===== config.mk =====
export PLATFORM = sky130hd
export DESIGN_NAME = efa_top
export DESIGN_NICKNAME = d
export VERILOG_FILES = /design/src/rtl/efa_pkg.sv /design/src/rtl/efa_accum.sv /design/src/rtl/efa_hold.sv /design/src/rtl/efa_top.sv
export SDC_FILE = /design/constraint.sdc
export NUM_CORES = 1
export LEC_CHECK = 0
export CORE_MARGIN = 5
export CORE_UTILIZATION = 40
export DETAILED_ROUTE_END_ITERATION = 6
export SLEW_MARGIN = 15
export SYNTH_ARGS = -nofsm -noshare
export SYNTH_HDL_FRONTEND = slang
export SYNTH_SLANG_ARGS = --single-unit

===== constraint.sdc =====
create_clock -name clk -period 4.3 [get_ports clk]
set_input_delay 0.86 -clock clk [delete_from_list [all_inputs] [get_ports clk]]
set_output_delay 0.86 -clock clk [all_outputs]
set_load 0.01 [all_outputs]

===== src/rtl/efa_pkg.sv =====
package efa_pkg;
    localparam int EFA_FIELD_W = 32;
    localparam int EFA_LEN_W   = 16;
endpackage


===== src/rtl/efa_accum.sv =====
module efa_accum #(
    parameter int FIELD_W = efa_pkg::EFA_FIELD_W,
    parameter int LEN_W   = efa_pkg::EFA_LEN_W
) (
    input  logic               clk,
    input  logic               rst_n,
    input  logic               take_i,
    input  logic               bit_i,
    input  logic               last_i,
    output logic               done_o,
    output logic [FIELD_W-1:0] field_o,
    output logic [LEN_W-1:0]   len_o,
    output logic               ovf_o
);
    localparam logic [LEN_W-1:0] LEN_MAX  = '1;
    localparam logic [LEN_W-1:0] W_AS_LEN = LEN_W'(FIELD_W);

    typedef struct packed {
        logic [FIELD_W-1:0] sh;
        logic [LEN_W-1:0]   cnt;
        logic               ovf;
    } acc_t;

    acc_t acc_d, acc_q;
    logic [FIELD_W-1:0] shifted;
    logic [LEN_W-1:0]   cnt_inc;
    logic               ovf_now;

    always_comb begin
        shifted = {acc_q.sh[FIELD_W-2:0], bit_i};
        cnt_inc = (acc_q.cnt == LEN_MAX) ? acc_q.cnt : acc_q.cnt + 1'b1;
        ovf_now = acc_q.ovf | (acc_q.cnt >= W_AS_LEN);
        acc_d   = acc_q;
        if (take_i) begin
            if (last_i) begin
                acc_d = '0;
            end else begin
                acc_d.sh  = shifted;
                acc_d.cnt = cnt_inc;
                acc_d.ovf = ovf_now;
            end
        end
        done_o  = take_i & last_i;
        field_o = shifted;
        len_o   = cnt_inc;
        ovf_o   = ovf_now;
    end

    always_ff @(posedge clk) begin
        if (!rst_n) acc_q <= '0;
        else        acc_q <= acc_d;
    end

    AST_CLEAR_AFTER_END: assert property (@(posedge clk) disable iff (!rst_n)
        (take_i && last_i) |=> (acc_q.cnt == '0 && acc_q.sh == '0 && !acc_q.ovf));
    AST_IDLE_KEEPS: assert property (@(posedge clk) disable iff (!rst_n)
        !take_i |=> $stable(acc_q));
endmodule


===== src/rtl/efa_hold.sv =====
module efa_hold #(
    parameter int FIELD_W = efa_pkg::EFA_FIELD_W,
    parameter int LEN_W   = efa_pkg::EFA_LEN_W
) (
    input  logic               clk,
    input  logic               rst_n,
    input  logic               load_i,
    input  logic [FIELD_W-1:0] field_i,
    input  logic [LEN_W-1:0]   len_i,
    input  logic               ovf_i,
    input  logic               ready_i,
    output logic               valid_o,
    output logic [FIELD_W-1:0] field_o,
    output logic [LEN_W-1:0]   len_o,
    output logic               ovf_o
);
    typedef struct packed {
        logic               vld;
        logic [FIELD_W-1:0] field;
        logic [LEN_W-1:0]   len;
        logic               ovf;
    } hold_t;

    hold_t hd_d, hd_q;

    always_comb begin
        hd_d = hd_q;
        if (load_i) begin
            hd_d.vld   = 1'b1;
            hd_d.field = field_i;
            hd_d.len   = len_i;
            hd_d.ovf   = ovf_i;
        end else if (hd_q.vld && ready_i) begin
            hd_d.vld = 1'b0;
        end
        valid_o = hd_q.vld;
        field_o = hd_q.field;
        len_o   = hd_q.len;
        ovf_o   = hd_q.ovf;
    end

    always_ff @(posedge clk) begin
        if (!rst_n) hd_q <= '0;
        else        hd_q <= hd_d;
    end

    AST_NO_LOAD_WHILE_FULL: assert property (@(posedge clk) disable iff (!rst_n)
        load_i |-> !hd_q.vld);
    AST_HOLD_STABLE: assert property (@(posedge clk) disable iff (!rst_n)
        (hd_q.vld && !ready_i) |=> (hd_q.vld && $stable(hd_q.field) && $stable(hd_q.len) && $stable(hd_q.ovf)));
endmodule


===== src/rtl/efa_top.sv =====
module efa_top #(
    parameter int FIELD_W = efa_pkg::EFA_FIELD_W,
    parameter int LEN_W   = efa_pkg::EFA_LEN_W
) (
    input  logic               clk,
    input  logic               rst_n,
    input  logic               in_valid,
    output logic               in_ready,
    input  logic               in_data,
    input  logic               in_last,
    output logic               out_valid,
    input  logic               out_ready,
    output logic [FIELD_W-1:0] out_field,
    output logic [LEN_W-1:0]   out_len,
    output logic               out_ovf
);
    localparam logic [LEN_W-1:0] W_AS_LEN = LEN_W'(FIELD_W);

    logic               take;
    logic               done;
    logic [FIELD_W-1:0] asm_field;
    logic [LEN_W-1:0]   asm_len;
    logic               asm_ovf;

    always_comb begin
        in_ready = !out_valid;
        take     = in_valid && in_ready;
    end

    efa_accum #(.FIELD_W(FIELD_W), .LEN_W(LEN_W)) u_accum (
        .clk     (clk),
        .rst_n   (rst_n),
        .take_i  (take),
        .bit_i   (in_data),
        .last_i  (in_last),
        .done_o  (done),
        .field_o (asm_field),
        .len_o   (asm_len),
        .ovf_o   (asm_ovf)
    );

    efa_hold #(.FIELD_W(FIELD_W), .LEN_W(LEN_W)) u_hold (
        .clk     (clk),
        .rst_n   (rst_n),
        .load_i  (done),
        .field_i (asm_field),
        .len_i   (asm_len),
        .ovf_i   (asm_ovf),
        .ready_i (out_ready),
        .valid_o (out_valid),
        .field_o (out_field),
        .len_o   (out_len),
        .ovf_o   (out_ovf)
    );

    AST_LEN_NONZERO: assert property (@(posedge clk) disable iff (!rst_n)
        out_valid |-> (out_len != '0));
    AST_NO_OVERFLOW: assert property (@(posedge clk) disable iff (!rst_n)
        out_valid |-> (out_ovf == (out_len > W_AS_LEN)));
    AST_UPPER_ZERO: assert property (@(posedge clk) disable iff (!rst_n)
        (out_valid && !out_ovf) |-> ((out_field >> out_len) == '0));
    AST_RELEASE: assert property (@(posedge clk) disable iff (!rst_n)
        (out_valid && out_ready) |=> !out_valid);
    AST_END_RAISES_VALID: assert property (@(posedge clk) disable iff (!rst_n)
        (in_valid && in_ready && in_last) |=> out_valid);
endmodule


[Word-level counts from Yosys, hierarchy flattened]
Cells that the tools add are included.
Cells by class
  $add $sub $neg: 1
  $mul: 0
  divide/modulo/power cells: 0
  order comparisons: 1
  eq/ne operators: 1
  shifts and indexed selects: 0
  muxes and demuxes: 4
  bitwise gates (word level): 2
  reduce and logical (&&, ||, !) cells: 4
Operators by type and width (count)
  2-to-1 mux 48 bit: 1
  adder 16 x 1 -> 16 bit (second input constant): 1
  == test 16 bit (second input constant): 1
  >= comparator 16 x 6 -> 1 bit (second input constant): 1
  2-to-1 mux 16 bit: 1
  logical AND 1 bit: 2
  2-to-1 mux 1 bit: 2
  nonzero test 2 bit: 1
  AND 1 bit: 1
  zero test 1 bit: 1
  OR 1 bit: 1
Storage, ports and cells
  bits in registers: 98
  bits in latches: 0
  RAM bits: 0
  memory bits (read-only): 0
  output and inout port bits: 51
  memories kept: 0

[Depth between registers and ports, before layout]
  depth after elaboration: 4
  gate-level depth with buffers: 8
  gate-level depth less buffers: 6

[Hierarchy]
A second synthesis with hierarchy kept.
Unflattened totals
  cells, all modules: 524
  area, all modules: 4609.4 µm²
By module, submodules not included
  efa_accum: times used 1, cells an instance 361, area each 2682.6 µm², seq. area each 960.9 µm²
  efa_hold: times used 1, cells an instance 161, area each 1916.8 µm², seq. area each 1001.0 µm²
  efa_top: times used 1, cells an instance 2, area each 10.0 µm², seq. area each 0.0 µm²

[Worst setup path after synthesis]
No wires, ideal clock.
  kind: input to register
  start: input port in_valid
  end: register u_hold.hd_q (netlist bit u_hold.len_o[9])
  arrival time: 2.067 ns
  setup slack: 2.164 ns
  stages on the path: 8
  buffers on the path: 4
  cell sequence: nor2b_1 > clkbuf_1 > and2_1 > clkbuf_1 > buf_2 > buf_1 > o21ai_0 > a21oi_1
On the way
  longest elaborated chain between the ends: 2
Ends and longest elaborated chain
  start, declared: RTL line efa_top.sv:7  | input logic in_valid,
  logical AND 1 bit: RTL line efa_top.sv:27  | take = in_valid && in_ready;
  AND 1 bit: RTL line efa_accum.sv:43  | done_o = take_i & last_i;
  end signal, assigned: RTL line efa_hold.sv:43  | if (!rst_n) hd_q <= '0;
  end signal, assigned: RTL line efa_hold.sv:44  | else hd_q <= hd_d;
  end, declared: RTL line efa_hold.sv:24  | hold_t hd_d, hd_q;
Every way passes these cells.
A chain may end at the register's enable or synchronous reset.

[Worst setup path after layout]
  start: input port in_valid
  end: register u_hold.hd_q (netlist bit u_hold.field_o[8])
The elaborated chain is that of the path after synthesis.

==> results_tabular.tex <==
\begin{tabular}{lr}
\hline
Metric & Value \\
\hline
\multicolumn{2}{l}{\textbf{Timing}} \\
\quad Max frequency & 409 MHz \\
\quad Transition time at the pin with the least slew margin & 0.943 ns \\
\quad Unrepaired setup endpoints after global routing & false \\
\quad Setup TNS & 0 ns \\
\quad Max transition margin & 37.1\% \\
\quad Total setup violations reported at the end of the flow & 0 \\
\quad Final hold violation count & 0 \\
\quad Post-route minimum period & 2.45 ns \\
\quad Clock Skew & 0.0111 ns \\
\quad Number of slew-limit violations in the final report & 0 \\
\quad Crit path setup slack, layout & 1.85 ns \\
\quad Portion of the clock cycle consumed by the worst path in the final layout & 56.9\% \\
\multicolumn{2}{l}{\textbf{Final layout}} \\
\quad Antenna fix cells & 0 \\
\quad Area Overhead vs Synth & 19.1\% \\
\quad Non-Filler Instances & 672 \\
\quad Fraction of final layout cells with drive strength greater than 1 & 5.97\% \\
\quad Net total in the final layout & 539 \\
\quad Filler instances & 1022 \\
\quad Post-Layout Inst Area & 5070 sq um \\
\multicolumn{2}{l}{\textbf{Placement}} \\
\quad Post-Place Cells & 656 \\
\quad Setup WS pre-CTS & 1.48 ns \\
\quad Final RePlAce weighted congestion & 0.877 \\
\quad Post-placement cell area & 4850 sq um \\
\quad Count of input and output buffers & 56 \\
\quad DP HPWL & 6.10 mm \\
\multicolumn{2}{l}{\textbf{Synth}} \\
\quad Area of the mapped netlist & 4260 sq um \\
\quad Share of the yosys chip area belonging to registers & 46.1\% \\
\quad Gate Count Post-Synth & 502 \\
\quad Post-synthesis cell type with the largest combined area & sky130\_fd\_sc\_hd\_\_dfxtp\_1 \\
\quad Synthesized area per cell & 8.48 sq um \\
\quad Synthesized Nets & 510 \\
\quad Top post-synthesis cells by area & sky130\_fd\_sc\_hd\_\_dfxtp\_1 (46\%), sky130\_fd\_sc\_hd\_\_a21boi\_0 (12\%), sky130\_fd\_sc\_hd\_\_nand2\_1 (10\%), sky130\_fd\_sc\_hd\_\_nand3b\_1 (5.5\%), sky130\_fd\_sc\_hd\_\_clkbuf\_1 (2.9\%) \\
\quad Library cell with the highest instance count after synthesis & sky130\_fd\_sc\_hd\_\_nand2\_1 \\
\quad Share of synthesized flip-flops with an asynchronous set or reset & 0\% \\
\quad Synthesized flop and latch total & 98 \\
\quad Prevailing post-synth register cell & sky130\_fd\_sc\_hd\_\_dfxtp\_1 \\
\quad Synth cell types & 45 \\
\quad Cell types with the highest counts after synthesis & sky130\_fd\_sc\_hd\_\_nand2\_1 (113), sky130\_fd\_sc\_hd\_\_dfxtp\_1 (98), sky130\_fd\_sc\_hd\_\_a21boi\_0 (70) \\
\quad Proportion of netlist area held by the largest area contributor & 46.1\% \\
\quad Number of flops mapped to enable cells by yosys & 0 \\
\quad Count of synthesis-stage warnings from yosys & 0 \\
\multicolumn{2}{l}{\textbf{Route}} \\
\quad Remaining design rule violation count & 0 \\
\quad 1st-iter DRT viols & 266 \\
\quad Routed wire length & 9.76 mm \\
\quad Residual antenna-violating net count after detailed routing & 0 \\
\quad Detail-routed via count per cell & 5.27 \\
\quad Overall via count from detail\_route & 3541 \\
\quad Detailed-route wire length per cell & 14.5 um \\
\quad Total iterations of the first detailed-routing run & 4 \\
\multicolumn{2}{l}{\textbf{Job}} \\
\quad Max-cap violations & 0 \\
\multicolumn{2}{l}{\textbf{Power and ir drop}} \\
\quad Static power due to leakage & 1.60 nW \\
\quad Worst-case vdd ir drop & 155 uV \\
\quad Power density over cell area & 337 nW/um\^{}2 \\
\multicolumn{2}{l}{\textbf{Clock network}} \\
\quad CTS Sinks & 98 \\
\quad CTS root buf & sky130\_fd\_sc\_hd\_\_clkbuf\_8 \\
\quad H-tree levels & 3 \\
\quad TritonCTS buffer count & 9 \\
\quad TritonCTS clock tree & yes \\
\quad Number of hold buffers added after cts & 0 \\
\quad Count of instances resized after the clock tree is built & 0 \\
\quad Total setup buffers inserted after CTS & 0 \\
\quad Largest buffer count on any clock path & 2 \\
\quad Clock latency reported for the late side of the worst-skew pair & 0.36 ns \\
\quad Post-CTS clock slew at the launch and capture registers of the worst setup and hold paths & 0.10 ns \\
\multicolumn{2}{l}{\textbf{Setup path}} \\
\quad Bufs and invs on worst path & 2 \\
\quad Worst path max stage delay & 0.66 ns \\
\quad WP data required & 4.59 ns \\
\quad CP max FO & 43 \\
\quad Critical path data arrival time & 2.73 ns \\
\quad Critical path class & in -> reg \\
\quad Max stage delay cell, worst path & sky130\_fd\_sc\_hd\_\_and2\_2 \\
\quad Family with the most delay on the worst path & simple AND/OR/NAND/NOR gates \\
\quad Critical-path cell list & clkdlybuf4s50\_1, nor2b\_4, and2\_2, buf\_4, nand2\_1, a21boi\_0 \\
\quad Type of element capturing the critical path & flip-flop \\
\quad CP Launch Type & input port \\
\multicolumn{2}{l}{\textbf{Global route}} \\
\quad Routing usage on met3 & 3.96\% \\
\quad Total global-route track usage & 15.8\% \\
\quad Met2 capacity usage during global routing & 23.7\% \\
\quad Most Crowded Layer GR & met2 \\
\quad Via count of the first global-routing pass & 3369 \\
\quad Met1 Resource Use GR & 22.2\% \\
\quad Residual overflow from global routing & 0 \\
\quad Antenna violations before repair & 0 \\
\quad First-pass GRT wire length & 16.7 mm \\
\quad Maximum number of pins on one net before global-route repair & 60 \\
\multicolumn{2}{l}{\textbf{Floorplanning}} \\
\quad I/O pins & 57 \\
\quad Placeable core region & 10400 sq um \\
\quad Std-Cell Rows & 37 \\
\quad Initial Utilization & 41.1\% \\
\quad Die height & 113 um \\
\quad Overall die width & 113 um \\
\quad Die ar. & 12800 sq um \\
\multicolumn{2}{l}{\textbf{Min path}} \\
\quad Type of the worst min-delay path & reg -> reg \\
\multicolumn{2}{l}{\textbf{Status}} \\
\quad Run status & finished, final reports clean \\
\hline
\end{tabular}
-- worst register-to-register path: stages (launching register included) --
cell and delay, ns:
sky130_fd_sc_hd__dfxtp_1 0.43, sky130_fd_sc_hd__ha_1 0.33, sky130_fd_sc_hd__nand3_1 0.15, sky130_fd_sc_hd__or4_4 0.71
sky130_fd_sc_hd__nand3_1 0.18, sky130_fd_sc_hd__xor2_1 0.16, sky130_fd_sc_hd__a21oi_1 0.09
-- worst paths after layout --
| path | slack, ns | from | end | depth (start not counted) |
|---|---|---|---|---|
| setup / recovery | 1.85 | in_valid | u_hold.field_o[8]$_SDFFE_PN0P_ | 6 |
| hold / removal | 0.47 | u_accum.field_o[31]$_SDFFE_PN0P_ | u_accum.field_o[31]$_SDFFE_PN0P_ | 2 |
| setup reg to reg | 2.09 | u_accum.acc_q[1]$_SDFFE_PN0P_ | u_hold.len_o[7]$_SDFFE_PN0P_ | 6 |
| hold reg to reg | 0.47 | u_accum.field_o[31]$_SDFFE_PN0P_ | u_accum.field_o[31]$_SDFFE_PN0P_ | 2 |
-- placed cells by master, fill, tap and decap left out, types with 2 or more instances in the layout --
| cell | netlist | final |
|---|---|---|
| sky130_fd_sc_hd__nand2_1 | 113 | 113 |
| sky130_fd_sc_hd__dfxtp_1 | 98 | 98 |
| sky130_fd_sc_hd__a21boi_0 | 70 | 70 |
| sky130_fd_sc_hd__clkdlybuf4s50_1 | 0 | 55 |
| sky130_fd_sc_hd__nand3b_1 | 31 | 31 |
| sky130_fd_sc_hd__o21ai_0 | 20 | 20 |
| sky130_fd_sc_hd__nand3_1 | 15 | 15 |
| sky130_fd_sc_hd__nor2_1 | 14 | 14 |
| sky130_fd_sc_hd__a21oi_1 | 14 | 14 |
| sky130_fd_sc_hd__clkbuf_8 | 0 | 10 |
| sky130_fd_sc_hd__a31oi_1 | 8 | 8 |
| sky130_fd_sc_hd__buf_4 | 1 | 7 |
| sky130_fd_sc_hd__o211ai_1 | 6 | 6 |
| sky130_fd_sc_hd__and3_1 | 5 | 5 |
| sky130_fd_sc_hd__nand4_1 | 5 | 5 |
| sky130_fd_sc_hd__inv_1 | 4 | 4 |
| sky130_fd_sc_hd__nor3_1 | 4 | 4 |
| sky130_fd_sc_hd__xnor2_1 | 4 | 4 |
| sky130_fd_sc_hd__xor2_1 | 4 | 4 |
| sky130_fd_sc_hd__mux2i_1 | 3 | 3 |
| sky130_fd_sc_hd__and4_1 | 3 | 3 |
| sky130_fd_sc_hd__nor2b_1 | 4 | 3 |
| sky130_fd_sc_hd__or3_1 | 3 | 3 |
| sky130_fd_sc_hd__nand4b_1 | 3 | 3 |
| sky130_fd_sc_hd__a21boi_1 | 3 | 3 |
| sky130_fd_sc_hd__nor4_1 | 3 | 3 |
| sky130_fd_sc_hd__nand2b_1 | 2 | 2 |
| sky130_fd_sc_hd__and3_2 | 2 | 2 |
| sky130_fd_sc_hd__o2111a_1 | 2 | 2 |
| sky130_fd_sc_hd__ha_1 | 2 | 2 |
| sky130_fd_sc_hd__inv_6 | 0 | 2 |
| sky130_fd_sc_hd__bufinv_16 | 0 | 2 |
-- flip-flops by register name (all words and copies together) (netlist names) --
name	count
u_accum.acc_q	17
u_accum.field_o	31
u_hold.field_o	32
u_hold.len_o	16
u_hold.ovf_o	1
u_hold.valid_o	1
-- logic make-up (layout without fill, tap and decap cells) --
kind of cell,after synthesis,after routing,share of synthesized area (%)
AND/OR/NAND/NOR,213,213,25.0
AO/OA/AOI/OAI,129,129,21.0
flip-flops,98,98,46.1
buffers and inverters,49,83,5.05
XOR/XNOR,8,8,1.64
multiplexers,3,3,0.705
adder cells (fa/ha/maj),2,2,0.587
-- report_power, final --
part           switching (W)  internal, W  leakage [nW]
clock network       0.000324     0.000348         0.111
registers         0.00000643     0.000916         0.791
logic              0.0000708    0.0000440         0.695
-- through the flow --
| stage | util [%] | hold slack [ns] | total power (W) |
|---|---|---|---|
| detailed placement | 46.7 | 0.459 | 0.00106 |
| finish | 48.9 | 0.466 | 0.00171 |
| global placement | 46.7 | 0.453 | 0.00106 |
| global route | 48.9 | 0.489 | 0.00178 |
| CTS | 48.9 | 0.473 | 0.00173 |
| floorplan | - | 0.441 | 0.00101 |
-- final cells by class --
class | instances | area, sq um | share of cell area, %
flip-flops and latches | 98 | 1960 | 38.7
well taps | 136 | 170 | 3.35
repair buffers | 63 | 608 | 12.0
clock buffers | 11 | 141 | 2.79
clock inverters | 5 | 85.1 | 1.68
multi-input cells | 355 | 2090 | 41.2
inverters | 4 | 15.0 | 0.296
-- layer usage --
| metal | routed length [um] | vias to the layer above |
|---|---|---|
| li1 | - | 1782 |
| met1 | 4980 | 1650 |
| met2 | 4160 | 98 |
| met3 | 494 | 11 |
| met4 | 122 | 0 |
| met5 | 0 | - |
(Power assumes the default switching activity.)
